===== src/rtl/csv_pkg.sv =====
package csv_pkg;
    typedef enum logic {
        PH_SEEK = 1'b0,
        PH_HOLD = 1'b1
    } phase_e;
endpackage


===== src/rtl/csv_sync.sv =====
module csv_sync #(
    parameter int STAGES = 2
) (
    input  logic clk,
    input  logic rst_n,
    input  logic async_i,
    output logic sync_o
);
    logic [STAGES-1:0] chain_d, chain_q;

    always_comb begin
        chain_d = {chain_q[STAGES-2:0], async_i};
    end

    always_ff @(posedge clk or negedge rst_n) begin
        if (!rst_n) chain_q <= '0;
        else        chain_q <= chain_d;
    end

    assign sync_o = chain_q[STAGES-1];
endmodule


===== src/rtl/csv_integrator.sv =====
module csv_integrator
    import csv_pkg::*;
#(
    parameter int CNT_W       = 8,
    parameter int THR_DEFAULT = 32
) (
    input  logic             clk,
    input  logic             rst_n,
    input  logic             tick_i,
    input  logic             sync_i,
    input  logic [CNT_W-1:0] thr_i,
    output logic             vsync_o,
    output logic [CNT_W-1:0] cnt_o,
    output logic [CNT_W-1:0] thr_o
);
    localparam logic [CNT_W-1:0] CNT_MAX = {CNT_W{1'b1}};
    localparam logic [CNT_W-1:0] THR_RST = CNT_W'(THR_DEFAULT);

    typedef struct packed {
        phase_e           ph;
        logic [CNT_W-1:0] cnt;
        logic [CNT_W-1:0] thr;
    } integ_t;

    integ_t st_d, st_q;
    logic   toward_hit;
    logic [CNT_W-1:0] nxt;

    always_comb begin
        st_d       = st_q;
        toward_hit = (st_q.ph == PH_SEEK) ? sync_i : !sync_i;
        if (toward_hit) nxt = (st_q.cnt == CNT_MAX) ? st_q.cnt : st_q.cnt + 1'b1;
        else            nxt = (st_q.cnt == '0)      ? st_q.cnt : st_q.cnt - 1'b1;

        if (st_q.cnt == '0) st_d.thr = thr_i;

        if (tick_i) begin
            if (st_q.ph == PH_SEEK) begin
                if (nxt > st_q.thr) begin
                    st_d.ph  = PH_HOLD;
                    st_d.cnt = '0;
                end else begin
                    st_d.cnt = nxt;
                end
            end else begin
                if (nxt >= st_q.thr) begin
                    st_d.ph  = PH_SEEK;
                    st_d.cnt = '0;
                end else begin
                    st_d.cnt = nxt;
                end
            end
        end
    end

    always_ff @(posedge clk or negedge rst_n) begin
        if (!rst_n) st_q <= '{ph: PH_SEEK, cnt: '0, thr: THR_RST};
        else        st_q <= st_d;
    end

    assign vsync_o = (st_q.ph == PH_HOLD);
    assign cnt_o   = st_q.cnt;
    assign thr_o   = st_q.thr;
endmodule


===== src/rtl/csv_activity.sv =====
module csv_activity #(
    parameter int WIN_W = 16
) (
    input  logic clk,
    input  logic rst_n,
    input  logic tick_i,
    input  logic sync_i,
    output logic active_o
);
    localparam logic [WIN_W-1:0] IDLE_MAX = {WIN_W{1'b1}};

    typedef struct packed {
        logic             active;
        logic             prev;
        logic [WIN_W-1:0] idle;
    } act_t;

    act_t st_d, st_q;
    logic toggled;

    always_comb begin
        st_d      = st_q;
        toggled   = sync_i ^ st_q.prev;
        st_d.prev = sync_i;
        if (toggled) begin
            st_d.idle   = '0;
            st_d.active = 1'b1;
        end else if (tick_i) begin
            if (st_q.idle == IDLE_MAX) st_d.active = 1'b0;
            else                       st_d.idle   = st_q.idle + 1'b1;
        end
    end

    always_ff @(posedge clk or negedge rst_n) begin
        if (!rst_n) st_q <= '{active: 1'b0, prev: 1'b0, idle: '0};
        else        st_q <= st_d;
    end

    assign active_o = st_q.active;
endmodule


===== src/rtl/csync_vsep.sv =====
module csync_vsep #(
    parameter int CNT_W       = 8,
    parameter int THR_DEFAULT = 32,
    parameter int ACT_WIN_W   = 16,
    parameter int SYNC_STAGES = 2
) (
    input  logic             clk,
    input  logic             rst_n,
    input  logic             tick_en,
    input  logic             csync_in,
    input  logic [CNT_W-1:0] thresh_in,
    output logic             vsync_out,
    output logic             active_out
);
    logic             sync_s;
    logic [CNT_W-1:0] cnt_w;
    logic [CNT_W-1:0] thr_w;

    csv_sync #(.STAGES(SYNC_STAGES)) u_sync (
        .clk     (clk),
        .rst_n   (rst_n),
        .async_i (csync_in),
        .sync_o  (sync_s)
    );

    csv_integrator #(.CNT_W(CNT_W), .THR_DEFAULT(THR_DEFAULT)) u_integ (
        .clk     (clk),
        .rst_n   (rst_n),
        .tick_i  (tick_en),
        .sync_i  (sync_s),
        .thr_i   (thresh_in),
        .vsync_o (vsync_out),
        .cnt_o   (cnt_w),
        .thr_o   (thr_w)
    );

    csv_activity #(.WIN_W(ACT_WIN_W)) u_act (
        .clk      (clk),
        .rst_n    (rst_n),
        .tick_i   (tick_en),
        .sync_i   (sync_s),
        .active_o (active_out)
    );
endmodule


===== config.mk =====
export PLATFORM = sky130hd
export DESIGN_NAME = csync_vsep
export DESIGN_NICKNAME = d
export VERILOG_FILES = /design/src/rtl/csv_pkg.sv /design/src/rtl/csv_sync.sv /design/src/rtl/csv_integrator.sv /design/src/rtl/csv_activity.sv /design/src/rtl/csync_vsep.sv
export SDC_FILE = /design/constraint.sdc
export NUM_CORES = 1
export LEC_CHECK = 0
export ABC_AREA = 1
export ABC_CLOCK_PERIOD_IN_PS = 2400
export BUFFER_PORTS_ARGS = -buffer_cell sky130_fd_sc_hd__buf_2
export CAP_MARGIN = 25
export CELL_PAD_IN_SITES_DETAIL_PLACEMENT = 0
export CELL_PAD_IN_SITES_GLOBAL_PLACEMENT = 2
export CORE_ASPECT_RATIO = 1.75
export CORE_MARGIN = 10
export CORE_UTILIZATION = 32
export DETAILED_ROUTE_END_ITERATION = 16
export PLACE_DENSITY = 0.85
export SYNTH_ARGS = -nofsm -noshare
export SYNTH_HDL_FRONTEND = slang
export SYNTH_SLANG_ARGS = --single-unit

===== constraint.sdc =====
create_clock -name clk -period 2.4 [get_ports clk]
set_input_delay 0.48 -clock clk [delete_from_list [all_inputs] [get_ports clk]]
set_output_delay 0.48 -clock clk [all_outputs]
set_load 0.01 [all_outputs]

# --- Word level (Yosys, flattened, before mapping) ---
# Cells that the tools add are included.
op_classes:
  addsub: 3
  order_cmp: 2
  eq_ne: 3
  n_mux: 15
  n_bitwise: 1
  n_reduce_logical: 6
ops:
  columns: ["operator", "n"]
  rows:
  - ["16-bit 2-to-1 mux", 3]
  - ["8-bit 2-to-1 mux", 5]
  - ["16-bit by 1-bit adder with 16-bit output (second input constant)", 1]
  - ["16-bit == test (second input constant)", 1]
  - ["9-bit 2-to-1 mux", 1]
  - ["8-bit by 1-bit adder with 8-bit output (second input constant)", 1]
  - ["8-bit == test (second input constant)", 1]
  - ["8-bit greater-or-equal comparator", 1]
  - ["8-bit greater-than comparator", 1]
  - ["8-bit logical NOT", 1]
  - ["8-bit by 1-bit subtractor with 8-bit output (second input constant)", 1]
  - ["1-bit 2-to-1 mux", 6]
  - ["2-bit AND reduction", 2]
  - ["2-bit nonzero test", 2]
  - ["2-bit by 1-bit != test with 1-bit output (second input constant)", 1]
  - ["1-bit logical NOT", 1]
  - ["1-bit bitwise XOR", 1]
word_totals:
  register_bits: 37
  in_bits: 12
  out_inout_bits: 2
  word_cells: 37

# --- Logic depth before layout (Yosys ltp) ---
logic_depth:
  depth_word: 6
  depth_mapped: 21
  mapped_depth_nobuf: 21

# --- By module ---
# Synthesis repeated with hierarchy kept, for this count alone.
unflattened:
  cells_unflattened: 368
  area_unflattened_um2: 2610.0
by_module_without_submodules:
  columns: ["module", "instances", "cells_per_inst", "area_per_inst_um2", "seq_area_each_um2"]
  rows:
  - ["csv_integrator", 1, 209, 1417.6, 426.7]
  - ["csv_activity", 1, 157, 1142.3, 450.4]
  - ["csv_sync", 1, 2, 50.0, 50.0]

# --- Worst setup path after synthesis ---
# OpenSTA, ideal clock, no wires.
synth_path:
  path_kind: "register to register"
  from: "register u_integ.st_q (netlist bit u_integ.cnt_o[0])"
  to: "register u_integ.st_q (netlist bit u_integ.cnt_o[4])"
  setup_ns: 0.126
  t_arrival_ns: 2.265
  required_time_ns: 2.274
  slack_ns: 0.009
  path_stages_with_launch: 18
  n_path_buf: 0
  synth_period_minus_slack_ns: 2.391
  cell_sequence: "dfrtp_1 > inv_1 > ha_1 > nand2_1 > inv_1 > nand2_1 > nand3_1 > nand2_1 > nand2_1 > inv_1 > ha_1 > nand2_1 > nor2_1 > nand2_1 > nand2_1 > nand2_1 > nand2_1 > o21ai_0"
synth_between:
  elab_chain_cells: 6
  word_cells_on_any_way: 12
  cone_classes: "add/sub (2); order compare (2); eq/ne (1); mux (6); reduce/logical (1)"
synth_rtl:
  columns: ["element", "line", "source"]
  rows:
  - ["start, declared", "csv_integrator.sv:25", "integ_t st_d, st_q;"]
  - ["start signal, assigned", "csv_integrator.sv:57", "if (!rst_n) st_q <= '{ph: PH_SEEK, cnt: '0, thr: THR_RST};"]
  - ["start signal, assigned", "csv_integrator.sv:58", "else st_q <= st_d;"]
  - ["8-bit by 1-bit subtractor with 8-bit output (tied with other cells)", "csv_integrator.sv:33", "else nxt = (st_q.cnt == '0) ? st_q.cnt : st_q.cnt - 1'b1;"]
  - ["8-bit 2-to-1 mux (on tied branches)", "csv_integrator.sv:33, csv_integrator.sv:32", null]
  - ["8-bit 2-to-1 mux (*)", "csv_integrator.sv:32", "if (toward_hit) nxt = (st_q.cnt == CNT_MAX) ? st_q.cnt : st_q.cnt + 1'b1;"]
  - ["8-bit greater-than comparator or 8-bit greater-or-equal comparator (tied branches)", "csv_integrator.sv:39, csv_integrator.sv:46", null]
  - ["8-bit 2-to-1 mux (on tied branches)", "csv_integrator.sv:39, csv_integrator.sv:46", null]
  - ["9-bit 2-to-1 mux (*)", "csv_integrator.sv:38", "if (st_q.ph == PH_SEEK) begin"]
# Mark *: on every way between the ends. The rest lies on a longest branch, timed or not.
# A chain may end at the register's enable or synchronous reset.

# --- Final worst setup path ---
layout_path:
  from: "register u_integ.st_q (netlist bit u_integ.cnt_o[1])"
  to: "register u_integ.st_q (netlist bit u_integ.cnt_o[6])"
# The elaborated chain is that of the path after synthesis.

==> out/summary.md <==
The tools report the power share of the clock group as 18.4%. Setup repair after global routing could not meet its margin everywhere. The H-tree was split into 2 levels. In this run, CTS created clock tree buffers numbering 5. In this run the power spent charging and discharging nets is 0.00183 W. The relative area change from synthesis to final layout is 29.2%. Number of antenna repair diodes: 0. The beginning of the critical path is u_integ.cnt_o[1]. The iteration count of the initial detailed-routing pass was 4; the share of flip-flops with an asynchronous set or reset was 100%. The tools report the detailed-route DRC error count as 0. The number of nets with antenna violations after detailed routing is 0. The maximum clock path buffer count was 2; the number of pins with negative max-slew slack in the final report was 0.

The synthesized netlist occupies a cell area of 2600 sq um. The critical path class was register to register. The tools report the area of combinational cells with multiple inputs as 1570 sq um. The share of total power dissipated in sequential elements is 20.9%. VDD sags by at most 0.414 mV.

The global-route total usage across every layer came out at 12.9%. The first global-routing pass estimated 12600 um of wire. In the final routed layout, each cell accounts on average for 14.5 um. TritonCTS built the clock tree. On the final layout, the worst clock skew is 0.00507 ns.

The die is 139 um tall. The number of synthesized flops with an enable pin came out at 0. The power density over the cells is 1260 nW/um^2, and the clock slew seen by the registers of the worst setup and hold paths is 0.06 ns.

Synthesis warning total: 0. The design draws 0.00423 W. The final layout contains routed wiring with a total length of 7460 um.

In the layout the commonest cells are nand2_1 (113), buf_4 (41), inv_1 (39). Along the worst path, the maximum fanout reaches 5. The depth of the worst register-to-register path was 16.

Of the synthesized area, sequential elements account for 35.7%. The via count of the first global-routing pass came out at 2639. The count of buffers added on input and output ports is 13.

Yosys mapped the design onto 30 distinct sky130hd cell types. The tools report the CTS root buffer as clkbuf_16. The logs give 0 for the remaining global-route overflow and 0.252 ns for the minimum hold slack.

Derived from the worst setup path, the maximum achievable clock frequency is 0.419 GHz. Dividing the detail-routed via count by the number of cells gives 4.86. The tools report the type of destination of the critical path as a register.

The run gives 7910 sq um as the placeable core region. The run gives 0 as the number of antenna violations at the first check in global routing. The share of the cycle needed by the critical path after routing is 99.4%.

Cell internal power was estimated by the tool at 0.00240 W. The endpoint identified for the worst register-to-register timing path is u_integ.cnt_o[6]. The logs give 1.71 nW for the static power due to leakage and 37 for the clock net sink count.

Floorplan die area: 12300 sq um. The initial utilization of the core area, before any placement, comes to 32.9%. The clock period could shrink to 2.38 ns. The flow ran to the end, and the final reports show no timing, DRC or antenna violations. The floorplan has 43 rows. The synthesized flop and latch total is 37.

The mean area per synthesized cell was 7.04 sq um; the final weighted congestion of routability-driven global placement was 0.890. Prior to clock tree synthesis, the placed netlist has a worst setup slack of -0.317 ns. For the worst setup path, the data arrival time is 2.55 ns. The cell count after synthesis came out at 369. The tools report the placed wire-length estimate as 5900 um. The number of hold buffers added after CTS was 0. The switching portion of total power is 43.2%, and the register-to-register path setup slack is 0.02 ns. Setup violations remaining at the end of the flow were counted as 0. Pin placement for this block handled 14 I/O pins. The share of total power dissipated in combinational logic is 60.7%.

The type of the worst min-delay path was input pin to asynchronous set/reset pin. The startpoint identified for the worst register-to-register timing path is u_integ.cnt_o[1]. The worst path meets setup with 0.0155 ns of slack. The placed cell count is 504, and the initial DRC count is 62. For this run, the leading register cell type out of synthesis is dfrtp_1.

The critical path launch point type is a register. The slew at the pin closest to its max-slew limit was 0.511 ns. Detailed routing inserted a total of 2504 vias. The final instance count without filler cells was 515; the fraction of layout cells with a size suffix above 1 was 27.8%. The worst endpoint required time came out at 2.56 ns.

The flip-flop and latch area is 930 sq um, and the max-capacitance violation count is 0. The count of fill cells added during filler insertion is 857. Leaving out fill and tap cells, the most frequent cell in the layout is nand2_1. For the worst-skew pair, the clock arrives at the later sink with an insertion delay of 0.28 ns. The synthesized net count was 392; the net count reported at finish was 447.

The die outline width was 88.1 um; the largest net degree at the start of global routing was 38. The logs give 0 for the number of hold violations in the final report and 66.0% for the relative slew slack.
kinds of logic (layout without fill, tap and decap cells):
kind of cell	Yosys count	in the layout	synth area share, %
AO/OA/AOI/OAI	34	34	7.51
adder cells (fa/ha/maj)	11	11	5.30
flip-flops	37	37	35.7
XOR/XNOR	14	14	4.72
AND/OR/NAND/NOR	219	219	37.7
buffers and inverters	54	110	9.15
sequential cells by signal, indices dropped and copies added (netlist names):
signal and flops:
u_integ.cnt_o 8, u_act.active_o 1, u_act.st_q 17, u_integ.thr_o 8
u_integ.vsync_o 1, u_sync.chain_q 2
power groups by stage:
stage	logic (W)	clock network, W	registers (W)
2_1_floorplan	0.00123	0	0.000855
3_3_place_gp	0.00204	0	0.000882
3_5_place_dp	0.00206	0	0.000884
4_1_cts	0.00221	0.000787	0.000882
5_1_grt	0.00288	0.000809	0.000900
6_report	0.00257	0.000779	0.000882
Yosys cell counts (5+ instances only):
master	n	area share, %
buf_2	5	0.96
o21ai_0	19	3.7
o21ai_2	6	2.0
nand2_1	127	18
nand4_1	9	2.2
a21oi_1	6	1.2
inv_1	42	6.1
nor2_1	27	3.9
nand3_1	37	7.1
ha_1	11	5.3
dfrtp_1	36	35
xor2_1	10	3.4
critical path, cell delays in order, from the launching register on:
cell and delay [ns]:
dfrtp_1 0.41, ha_2 0.22, nand2_2 0.08, nor2_4 0.16, buf_6 0.13, xor2_1 0.14
nand3_1 0.10, nand2_2 0.10, inv_2 0.05, ha_4 0.26, nand2_4 0.05, nor2_4 0.15
nand2_2 0.08, nand2_4 0.08, nand2_4 0.07, nand2_4 0.11, o21ai_1 0.07
what timing repair did:
item	4_1_cts	5_1_grt
pin swaps	1	12
setup buffers	1	2
gates resized for setup	21	27
setup endpoints to repair	9	9
how the worst max path moves through the flow:
stage / end / cells after the start
after global placement: u_integ.cnt_o[7] / 16
final: u_integ.cnt_o[6] / 16
after global routing: u_integ.cnt_o[6] / 20
after CTS: u_integ.vsync_o / 17
after detailed placement: u_integ.cnt_o[6] / 16
after floorplan: u_integ.cnt_o[4] / 17
layer usage:
metal / global-route usage [%] / routed length, um
met1: 12.3 / 2730
met2: 25.4 / 4390
met3: 1.52 / 125
met4: 5.98 / 206
met5: 0 / 0
through the flow:
| step | util, % | instance area [sq um] | setup TNS, ns |
|---|---|---|---|
| floorplan | - | 2600 | 0 |
| global placement | 38.1 | 3020 | -1.27 |
| detailed placement | 38.1 | 3020 | -2.07 |
| CTS | 41.0 | 3250 | 0 |
| global route | 42.5 | 3360 | -1.13 |
| finish | 42.5 | 3360 | 0 |
cell type report:
class | count | area share (%)
Multi-Input combinational cell | 278 | 46.8
Sequential cell | 37 | 27.7
Timing Repair Buffer | 56 | 11.8
Inverter | 46 | 5.29
Clock buffer | 7 | 4.25
Tap cell | 90 | 3.35
Clock inverter | 1 | 0.894
Power figures use the tool's default switching activity.
